<file path="src/rtl/dramRefPkg.sv">
package dramRefPkg;

  typedef enum logic [2:0] {
    ST_WAIT,
    ST_IDLE,
    ST_CAS,
    ST_RAS,
    ST_PRE
  } refState_t;

  // strobes from control to datapath
  typedef struct packed {
    logic clrPhase;   // restart the phase counter
    logic initStep;   // one initialisation refresh completed
    logic retire;     // one scheduled refresh completed
    logic timerRun;   // interval timer may count
  } refCtrl_t;

endpackage

</file>
<file path="src/rtl/dramRefDatapath.sv">
module dramRefDatapath
  import dramRefPkg::*;
#(
  parameter int STARTUP_CYC  = 20000,
  parameter int INIT_REFS    = 8,
  parameter int INTERVAL_CYC = 1560,
  parameter int MAX_PEND     = 8,
  parameter int PH_W         = 3
) (
  input  logic            clk,
  input  logic            rstN,
  input  refCtrl_t        ctrl,
  output logic            startDone,
  output logic            initLast,
  output logic [PH_W-1:0] phase,
  output logic            pendAny,
  output logic            pendFull
);

  localparam int SU_W = (STARTUP_CYC > 1) ? $clog2(STARTUP_CYC) : 1;
  localparam int IN_W = (INIT_REFS > 1) ? $clog2(INIT_REFS) : 1;
  localparam int TM_W = (INTERVAL_CYC > 1) ? $clog2(INTERVAL_CYC) : 1;
  localparam int PD_W = $clog2(MAX_PEND + 1);
  localparam logic [SU_W-1:0] SU_LAST  = SU_W'(STARTUP_CYC - 1);
  localparam logic [IN_W-1:0] IN_LAST  = IN_W'(INIT_REFS - 1);
  localparam logic [TM_W-1:0] TM_LOAD  = TM_W'(INTERVAL_CYC - 1);
  localparam logic [PD_W-1:0] PD_LIMIT = PD_W'(MAX_PEND);

  logic [SU_W-1:0] startCnt;
  logic [IN_W-1:0] initCnt;
  logic [TM_W-1:0] timer;
  logic [PD_W-1:0] pendCnt;
  logic            tick;

  assign startDone = (startCnt == SU_LAST);
  assign initLast  = (initCnt == IN_LAST);
  assign tick      = ctrl.timerRun && (timer == '0);
  assign pendAny   = (pendCnt != '0);
  assign pendFull  = (pendCnt == PD_LIMIT);

  always_ff @(posedge clk or negedge rstN) begin
    if (!rstN) begin
      startCnt <= '0;
      initCnt  <= '0;
      phase    <= '0;
      timer    <= TM_LOAD;
    end else begin
      if (!startDone) startCnt <= startCnt + 1'b1;
      if (ctrl.initStep) initCnt <= initCnt + 1'b1;
      phase <= ctrl.clrPhase ? '0 : phase + 1'b1;
      if (!ctrl.timerRun || tick) timer <= TM_LOAD;
      else                        timer <= timer - 1'b1;
    end
  end

  // pending refreshes: saturate at the limit, never below zero
  always_ff @(posedge clk or negedge rstN) begin
    if (!rstN) begin
      pendCnt <= '0;
    end else begin
      unique case ({tick, ctrl.retire})
        2'b10:   if (!pendFull) pendCnt <= pendCnt + 1'b1;
        2'b01:   if (pendAny)   pendCnt <= pendCnt - 1'b1;
        default: pendCnt <= pendCnt;
      endcase
    end
  end

endmodule

</file>
<file path="src/rtl/dramRefControl.sv">
module dramRefControl
  import dramRefPkg::*;
#(
  parameter int CAS_LEAD = 1,
  parameter int CAS_HOLD = 1,
  parameter int RAS_LOW  = 5,
  parameter int RAS_PRE  = 4,
  parameter int PH_W     = 3
) (
  input  logic            clk,
  input  logic            rstN,
  input  logic            refGrant,
  input  logic            startDone,
  input  logic            initLast,
  input  logic [PH_W-1:0] phase,
  input  logic            pendAny,
  input  logic            pendFull,
  output refCtrl_t        ctrl,
  output logic            refReq,
  output logic            refUrgent,
  output logic            rasN,
  output logic            casN,
  output logic            initDone
);

  localparam logic [PH_W-1:0] CL_LAST = PH_W'(CAS_LEAD - 1);
  localparam logic [PH_W-1:0] RL_LAST = PH_W'(RAS_LOW - 1);
  localparam logic [PH_W-1:0] RP_LAST = PH_W'(RAS_PRE - 1);
  localparam logic [PH_W-1:0] CH_LIM  = PH_W'(CAS_HOLD);

  refState_t state, nextState;
  logic      setDone;

  always_comb begin
    nextState     = state;
    setDone       = 1'b0;
    ctrl.initStep = 1'b0;
    ctrl.retire   = 1'b0;
    unique case (state)
      ST_WAIT: if (startDone) nextState = ST_CAS;
      ST_IDLE: if (pendAny && refGrant) nextState = ST_CAS;
      ST_CAS:  if (phase == CL_LAST) nextState = ST_RAS;
      ST_RAS:  if (phase == RL_LAST) nextState = ST_PRE;
      ST_PRE: begin
        if (phase == RP_LAST) begin
          if (!initDone) begin
            ctrl.initStep = 1'b1;
            if (initLast) begin
              setDone   = 1'b1;
              nextState = ST_IDLE;
            end else begin
              nextState = ST_CAS;
            end
          end else begin
            ctrl.retire = 1'b1;
            nextState   = ST_IDLE;
          end
        end
      end
      default: nextState = ST_WAIT;
    endcase
    ctrl.clrPhase = (nextState != state) || (state == ST_WAIT) || (state == ST_IDLE);
    ctrl.timerRun = initDone;
  end

  always_ff @(posedge clk or negedge rstN) begin
    if (!rstN) begin
      state    <= ST_WAIT;
      initDone <= 1'b0;
    end else begin
      state <= nextState;
      if (setDone) initDone <= 1'b1;
    end
  end

  // strobe decode from registered state
  assign rasN      = (state != ST_RAS);
  assign casN      = !((state == ST_CAS) || ((state == ST_RAS) && (phase < CH_LIM)));
  assign refReq    = initDone && (pendAny || (state != ST_IDLE));
  assign refUrgent = initDone && pendFull;

endmodule

</file>
<file path="src/rtl/dramRefSched.sv">
module dramRefSched
  import dramRefPkg::*;
#(
  parameter int STARTUP_CYC  = 20000,
  parameter int INIT_REFS    = 8,
  parameter int INTERVAL_CYC = 1560,
  parameter int MAX_PEND     = 8,
  parameter int CAS_LEAD     = 1,
  parameter int CAS_HOLD     = 1,
  parameter int RAS_LOW      = 5,
  parameter int RAS_PRE      = 4
) (
  input  logic clk,
  input  logic rstN,
  input  logic refGrant,
  output logic refReq,
  output logic refUrgent,
  output logic rasN,
  output logic casN,
  output logic initDone
);

  localparam int PH_MAX = (CAS_LEAD > RAS_LOW) ?
                          ((CAS_LEAD > RAS_PRE) ? CAS_LEAD : RAS_PRE) :
                          ((RAS_LOW > RAS_PRE) ? RAS_LOW : RAS_PRE);
  localparam int PH_W = $clog2(PH_MAX + 1);

  refCtrl_t        ctrl;
  logic            startDone, initLast, pendAny, pendFull;
  logic [PH_W-1:0] phase;

  dramRefControl #(
    .CAS_LEAD(CAS_LEAD), .CAS_HOLD(CAS_HOLD), .RAS_LOW(RAS_LOW),
    .RAS_PRE(RAS_PRE), .PH_W(PH_W)
  ) ctlI (
    .clk(clk), .rstN(rstN), .refGrant(refGrant),
    .startDone(startDone), .initLast(initLast), .phase(phase),
    .pendAny(pendAny), .pendFull(pendFull), .ctrl(ctrl),
    .refReq(refReq), .refUrgent(refUrgent), .rasN(rasN), .casN(casN),
    .initDone(initDone)
  );

  dramRefDatapath #(
    .STARTUP_CYC(STARTUP_CYC), .INIT_REFS(INIT_REFS),
    .INTERVAL_CYC(INTERVAL_CYC), .MAX_PEND(MAX_PEND), .PH_W(PH_W)
  ) dpI (
    .clk(clk), .rstN(rstN), .ctrl(ctrl),
    .startDone(startDone), .initLast(initLast), .phase(phase),
    .pendAny(pendAny), .pendFull(pendFull)
  );

endmodule

</file>
<file path="config.mk">
export PLATFORM = sky130hd
export DESIGN_NAME = dramRefSched
export DESIGN_NICKNAME = d
export VERILOG_FILES = /design/src/rtl/dramRefPkg.sv /design/src/rtl/dramRefDatapath.sv /design/src/rtl/dramRefControl.sv /design/src/rtl/dramRefSched.sv
export SDC_FILE = /design/constraint.sdc
export NUM_CORES = 1
export LEC_CHECK = 0
export BUFFER_PORTS_ARGS = -buffer_cell sky130_fd_sc_hd__buf_2
export CORE_AREA = 10 10 100 67
export CTS_BUF_LIST = sky130_fd_sc_hd__clkbuf_2
export CTS_CLUSTER_DIAMETER = 150
export CTS_CLUSTER_SIZE = 20
export DETAILED_ROUTE_END_ITERATION = 8
export DIE_AREA = 0 0 110 77
export GPL_ROUTABILITY_DRIVEN = 0
export GPL_TIMING_DRIVEN = 1
export MAX_ROUTING_LAYER = met4
export PLACE_DENSITY = 0.7
export SLEW_MARGIN = 30
export SYNTH_ARGS = -nofsm -noshare
export SYNTH_HDL_FRONTEND = slang
export SYNTH_HIERARCHICAL = 1
export SYNTH_SLANG_ARGS = --single-unit
</file>
<file path="constraint.sdc">
create_clock -name clk -period 2.4 [get_ports clk]
set_input_delay 0.36 -clock clk [delete_from_list [all_inputs] [get_ports clk]]
set_output_delay 0.36 -clock clk [all_outputs]
set_load 0.01 [all_outputs]
</file>
# ---- After elaboration in Yosys (flattened, before gate mapping)
# Index checks and enable logic that the tools add are counted.
dict set report op_classes {
  add_sub_neg 6
  order_cmp 1
  eq_ne 16
  n_mux 21
  reduce_logical 18
}
# operator count
set ops {}
lappend ops {{$mux W3} 6}
lappend ops {{$add A15 B1 Y15 const B} 1}
lappend ops {{$eq A15 B15 Y1 const B} 1}
lappend ops {{$pmux W3 S5} 1}
lappend ops {{$logic_not A11 Y1} 1}
lappend ops {{$mux W11} 1}
lappend ops {{$sub A11 B1 Y11 const B} 1}
lappend ops {{$eq A3 B2 Y1 const B} 3}
lappend ops {{$eq A3 B3 Y1 const B} 3}
lappend ops {{$mux W2} 4}
lappend ops {{$mux W4} 2}
lappend ops {{$pmux W4 S2} 1}
lappend ops {{$add A3 B1 Y3 const B} 2}
lappend ops {{$logic_not A3 Y1} 2}
lappend ops {{$mux W1} 6}
lappend ops {{$logic_and A1 B1 Y1} 5}
lappend ops {{$logic_or A1 B1 Y1} 5}
lappend ops {{$add A4 B1 Y4 const B} 1}
lappend ops {{$eq A4 B4 Y1 const B} 1}
lappend ops {{$ne A2 B2 Y1 const B} 2}
lappend ops {{$reduce_bool A4 Y1} 1}
lappend ops {{$sub A4 B1 Y4 const B} 1}
lappend ops {{$eq A3 B1 Y1 const B} 1}
lappend ops {{$lt A3 B1 Y1 const B} 1}
lappend ops {{8 further kinds} 9}
dict set report totals {
  regBits 40
  in_bits 3
  out_inout_bits 5
  wordCells 69
}

# ---- Depth between registers and ports, before layout
dict set report depth {
  depth_word 9
  mapped_depth 10
}

# ---- Hierarchy
# Netlist, hierarchy kept.
# mod n_inst cells_each area_per_inst_um2 seq_area_each_um2
set by_module_without_submodules {}
lappend by_module_without_submodules {dramRefDatapath 1 157 1761.7 908.4}
lappend by_module_without_submodules {dramRefControl 1 42 350.3 100.1}

# ---- Least setup slack after synthesis
# No wires, ideal clock.
dict set report synth_timing {
  kind {register to register}
  from {reg dpI.timer[5]}
  to {reg dpI.pendCnt[1]}
  setup_ns 0.126
  arrival_time_ns 2.434
  slack_ns -0.160
  path_stages_with_launch 10
  period_less_slack_ns 2.560
  cell_sequence {dfrtp_1 or4_1 buf_2 nor4_4 nor2_1 xor2_1 ha_1 nand2_1 mux2i_1 a311o_1}
}
dict set report synth_via {
  elab_chain_len 5
  elab_cells_between_ends 9
  cone_classes {eq/ne: 4; mux: 1; reduce/logical: 4}
}
# element line_no
set synth_rtl {}
lappend synth_rtl {{start: declaration} dramRefDatapath.sv:31} ;# logic [TM_W-1:0] timer;
lappend synth_rtl {{start signal: assignment} dramRefDatapath.sv:52} ;# else timer <= timer - 1'b1;
lappend synth_rtl {{$logic_not A11 Y1 (*)} dramRefDatapath.sv:37} ;# assign tick = ctrl.timerRun && (timer == '0);
lappend synth_rtl {{$logic_and A1 B1 Y1 (*)} dramRefDatapath.sv:37}
lappend synth_rtl {{$eq A2 B1 Y1 / $eq A2 B2 Y1 (equally long branches)} dramRefDatapath.sv:61} ;# unique case ({tick, ctrl.retire})
lappend synth_rtl {{$ne A2 B2 Y1 (no source line) / $reduce_bool A2 Y1 (equally long branches)} --}
lappend synth_rtl {{$reduce_and A3 Y1 (no source line)} --}
lappend synth_rtl {{end signal: assignment} dramRefDatapath.sv:62} ;# 2'b10: if (!pendFull) pendCnt <= pendCnt + 1'b1;
lappend synth_rtl {{end signal: assignment} dramRefDatapath.sv:63} ;# 2'b01: if (pendAny) pendCnt <= pendCnt - 1'b1;
lappend synth_rtl {{end signal: assignment} dramRefDatapath.sv:64} ;# default: pendCnt <= pendCnt;
lappend synth_rtl {{end: declaration} dramRefDatapath.sv:32} ;# logic [PD_W-1:0] pendCnt;
# Every way passes the cells marked *; elsewhere a longest branch is shown, timed or not.
# A chain may end at the register's enable or synchronous reset.

# ---- Worst setup path in the final report
dict set report layout_timing {
  from {reg dpI.pendCnt[2]}
  to {out refReq}
}
dict set report layout_via {
  elab_chain_len 3
}
# element line_no
set layout_rtl {}
lappend layout_rtl {{$reduce_bool A4 Y1} dramRefDatapath.sv:38} ;# assign pendAny = (pendCnt != '0);
lappend layout_rtl {{net pendAny} dramRefSched.sv:29} ;# logic startDone, initLast, pendAny, pendFull;
lappend layout_rtl {{$logic_or A1 B1 Y1} dramRefControl.sv:79} ;# assign refReq = initDone && (pendAny || (state != ST_IDLE));
lappend layout_rtl {{$logic_and A1 B1 Y1} dramRefControl.sv:79}
lappend layout_rtl {{end: declaration} dramRefSched.sv:16} ;# output logic refReq,
# The timed path passes the listed nets, and every way through them passes these cells.

==> impl_metrics.toml <==
[outcome]
status = "finished, final reports clean"

[finish]
n_antenna_cell = 0
mostFrequentLayoutCells = "dfrtp_1, xnor2_1, nor2_1"
layout-drive-gt1-share_pct = 25.89
fillerInstances = 459
fin_cells = 290
final_common_cell = "dfrtp_1"
syn_to_final_growth_pct = 12.74
nNetsFinal = 233

[power_and_ir_drop]
clkPwrFrac_pct = 30.1
pwr-share-seq_pct = 68.4
cellPowerDensity_nw_per_um2 = 414.9
p_sw_uw = 239.0
power.leakage_nw = 1.060
irDropWorstVdd_mv = 0.2178
p_int_uw = 748.9
combPwrFrac_pct = 1.6
switching_share_pct = 24.20

[sta]
slew_headroom_pct = 62.30
worstMarginPinSlew_ns = 0.5576
min_period_over_period_pct = 96.12
worst_clock_skew_ns = 0.02523
tns_ns = 0
setup_violations = 0
hold_ws_ns = 0.3623
hold_viol_final = 0
min_period_ns = 2.307
fmax_mhz = 433.5
maxSlewViolCount = 0

[routing]
drc = 0
wl_per_cell_um = 13.46
avgViaCountPerCell = 5.210
wl_met1_um = 2070
top_layer = "met4"
antenna_left = 0
vias = 1511
dr_wl_met3_um = 171
wl_met2_um = 1640
drt_iter0_drc = 59
wirelength_um = 3902
dr.pass1.iters = 4

[yosys]
post_synth_and_or_nand_nor_area_fraction_pct = 23.82
synth-xor-area-share_pct = 10.78
synthesis.area_um2 = 2112
syn_inst = 199
synthesis.nets = 209
synth_fa_ha_area_share_pct = 4.147
ys_warn_count = 6
synth_compound_area_share_pct = 8.294
synth_top_family_by_area = "simple AND/OR/NAND/NOR gates"
avgSynthCellArea_um2 = 10.61
yosys.area.top_type_share_pct = 40.28
synth.area.top_cells = "dfrtp_1, xnor2_1, dfstp_2, ha_1, nor2_1"
yosysSeqAreaShare_pct = 47.75
synth-edff-count = 0
synthFlopType = "dfrtp_1"
synth_mux_area_share_pct = 3.021
async_flop_share_pct = 100.0
synth_largest_area_cell = "dfrtp_1"
yosys_register_bits = 40
synth.distinct_cells = 50

[floorplan]
rows = 20
die_h_um = 77
die_area_um2 = 8470
start_util_pct = 43.28
top_level_ports = 8
core_um2 = 4880
die_w_um = 110

[cts]
ctsHtreeMaxLevel = 2
root_buffer = "clkbuf_2"
cts_tree = "done"
clock_sinks = 40
clk_latency_ns = 0.40
tritoncts.num_buffers = 5
cts_max_path_buffers = 2
cts.clk_slew.worst_paths_ns = 0.22

[min_path]
hold_class = "primary input to flop"
min_delay_path_depth = 5

[setup_path]
cp.arrival_ns = 1.95
crit_path_end_kind = "output port"
r2r_cells = 10
required_ns = 2.04
worst-setup-path-type = "flop to output port"
startpoint_type = "flop"
crit_fanout = 5

[place]
place_inst = 276
numPortBuffers = 7
hpwl_um = 2798

[grt]
grt_usage_pct = 9.760
grt_pass1_vias = 1488
overflow = 0
grt_max_degree = 41
grt_pass1_wl_um = 6679
antenna_found_initial = 0

[job]
cap_violations = 0
metrics by stage:
stage | util (%) | total power, mW | setup WS [ns] | instance area (um^2)
global route | 48.79 | 1.042 | -0.008928 | 2381
global placement | 46.51 | 0.7018 | 0.1606 | 2270
CTS | 47.41 | 1.007 | 0.02121 | 2313
floorplan | - | 0.6870 | -0.03625 | 2118
finish | 48.79 | 0.9879 | 0.09309 | 2381
detailed placement | 46.51 | 0.7021 | 0.08371 | 2270
routing by layer:
layer | track usage, % | vias up
met3 | 3.255 | 2
met1 | 13.23 | 725
met2 | 13.58 | 32
met4 | 2.332 | 0
met5 | - | -
li1 | - | 752
power by group through the flow:
stage	sequential, mW	clock, mW	combinational (mW)
final	0.676	0.297	0.0154
after global routing	0.676	0.347	0.0187
after CTS	0.676	0.316	0.0153
after detailed placement	0.687	0	0.0152
after global placement	0.687	0	0.0150
after floorplan	0.687	0	0.0000189
final timing paths:
path	start	end	slack (ns)
setup reg to reg	ctlI/state[2]	dpI/pendCnt[1]	0.12
hold reg to reg	dpI/initCnt[0]	dpI/initCnt[0]	0.49
setup / recovery	dpI/pendCnt[2]	refReq	0.09
max in group asynchronous	rstN	dpI/pendCnt[1]	1.58
min in group asynchronous	rstN	ctlI/state[1]	0.43
hold / removal	refGrant	ctlI/state[1]	0.36
Yosys cell counts, types with 4 or more instances:
| cell type | n |
|---|---|
| a21oi_1 | 4 |
| and3_1 | 5 |
| dfrtp_1 | 34 |
| dfstp_2 | 6 |
| ha_1 | 7 |
| inv_1 | 7 |
| nand2_1 | 17 |
| nand3b_1 | 4 |
| nand4_1 | 6 |
| nor2_1 | 20 |
| nor3_1 | 7 |
| nor3b_1 | 4 |
| xnor2_1 | 19 |
| xor2_1 | 7 |
state kept, by name, summed over array words and instances (netlist names):
| name | count |
|---|---|
| dpI/startCnt | 15 |
| dpI/timer | 11 |
| dpI/pendCnt | 4 |
| ctlI/state | 3 |
| dpI/initCnt | 3 |
| dpI/phase | 3 |
| ctlI/initDone | 1 |
repair_timing:
action | in CTS | in global routing
hold endpoints to repair | 0 | 34
hold buffers | 0 | 1
gates resized for setup | 0 | 7
buffers inserted | 0 | 5
endpoints found under the setup margin | 0 | 3
worst max-delay path: stages (launching register included):
cell and delay [ns]:
dfrtp_2 0.48, or3_1 0.39, or2_2 0.30, o31a_1 0.27, buf_2 0.14
cell type report:
type	instances	area, um^2	area share, %
Timing Repair Buffer	21	145.1	6.096
Multi-Input combinational cell	148	1071	44.98
Clock inverter	3	18.77	0.7882
Inverter	7	26.28	1.104
Sequential cell	40	1012	42.51
Tap cell	66	82.58	3.468
Clock buffer	5	25.02	1.051
cells by family after synthesis:
kind of cell	Yosys count
AO/OA/AOI/OAI	21
XOR/XNOR	26
adder cells (fa/ha/maj)	7
buffers and inverters	11
flip-flops	40
multiplexers	6
AND/OR/NAND/NOR	88
Note: power is estimated with default switching activity, not from simulation.
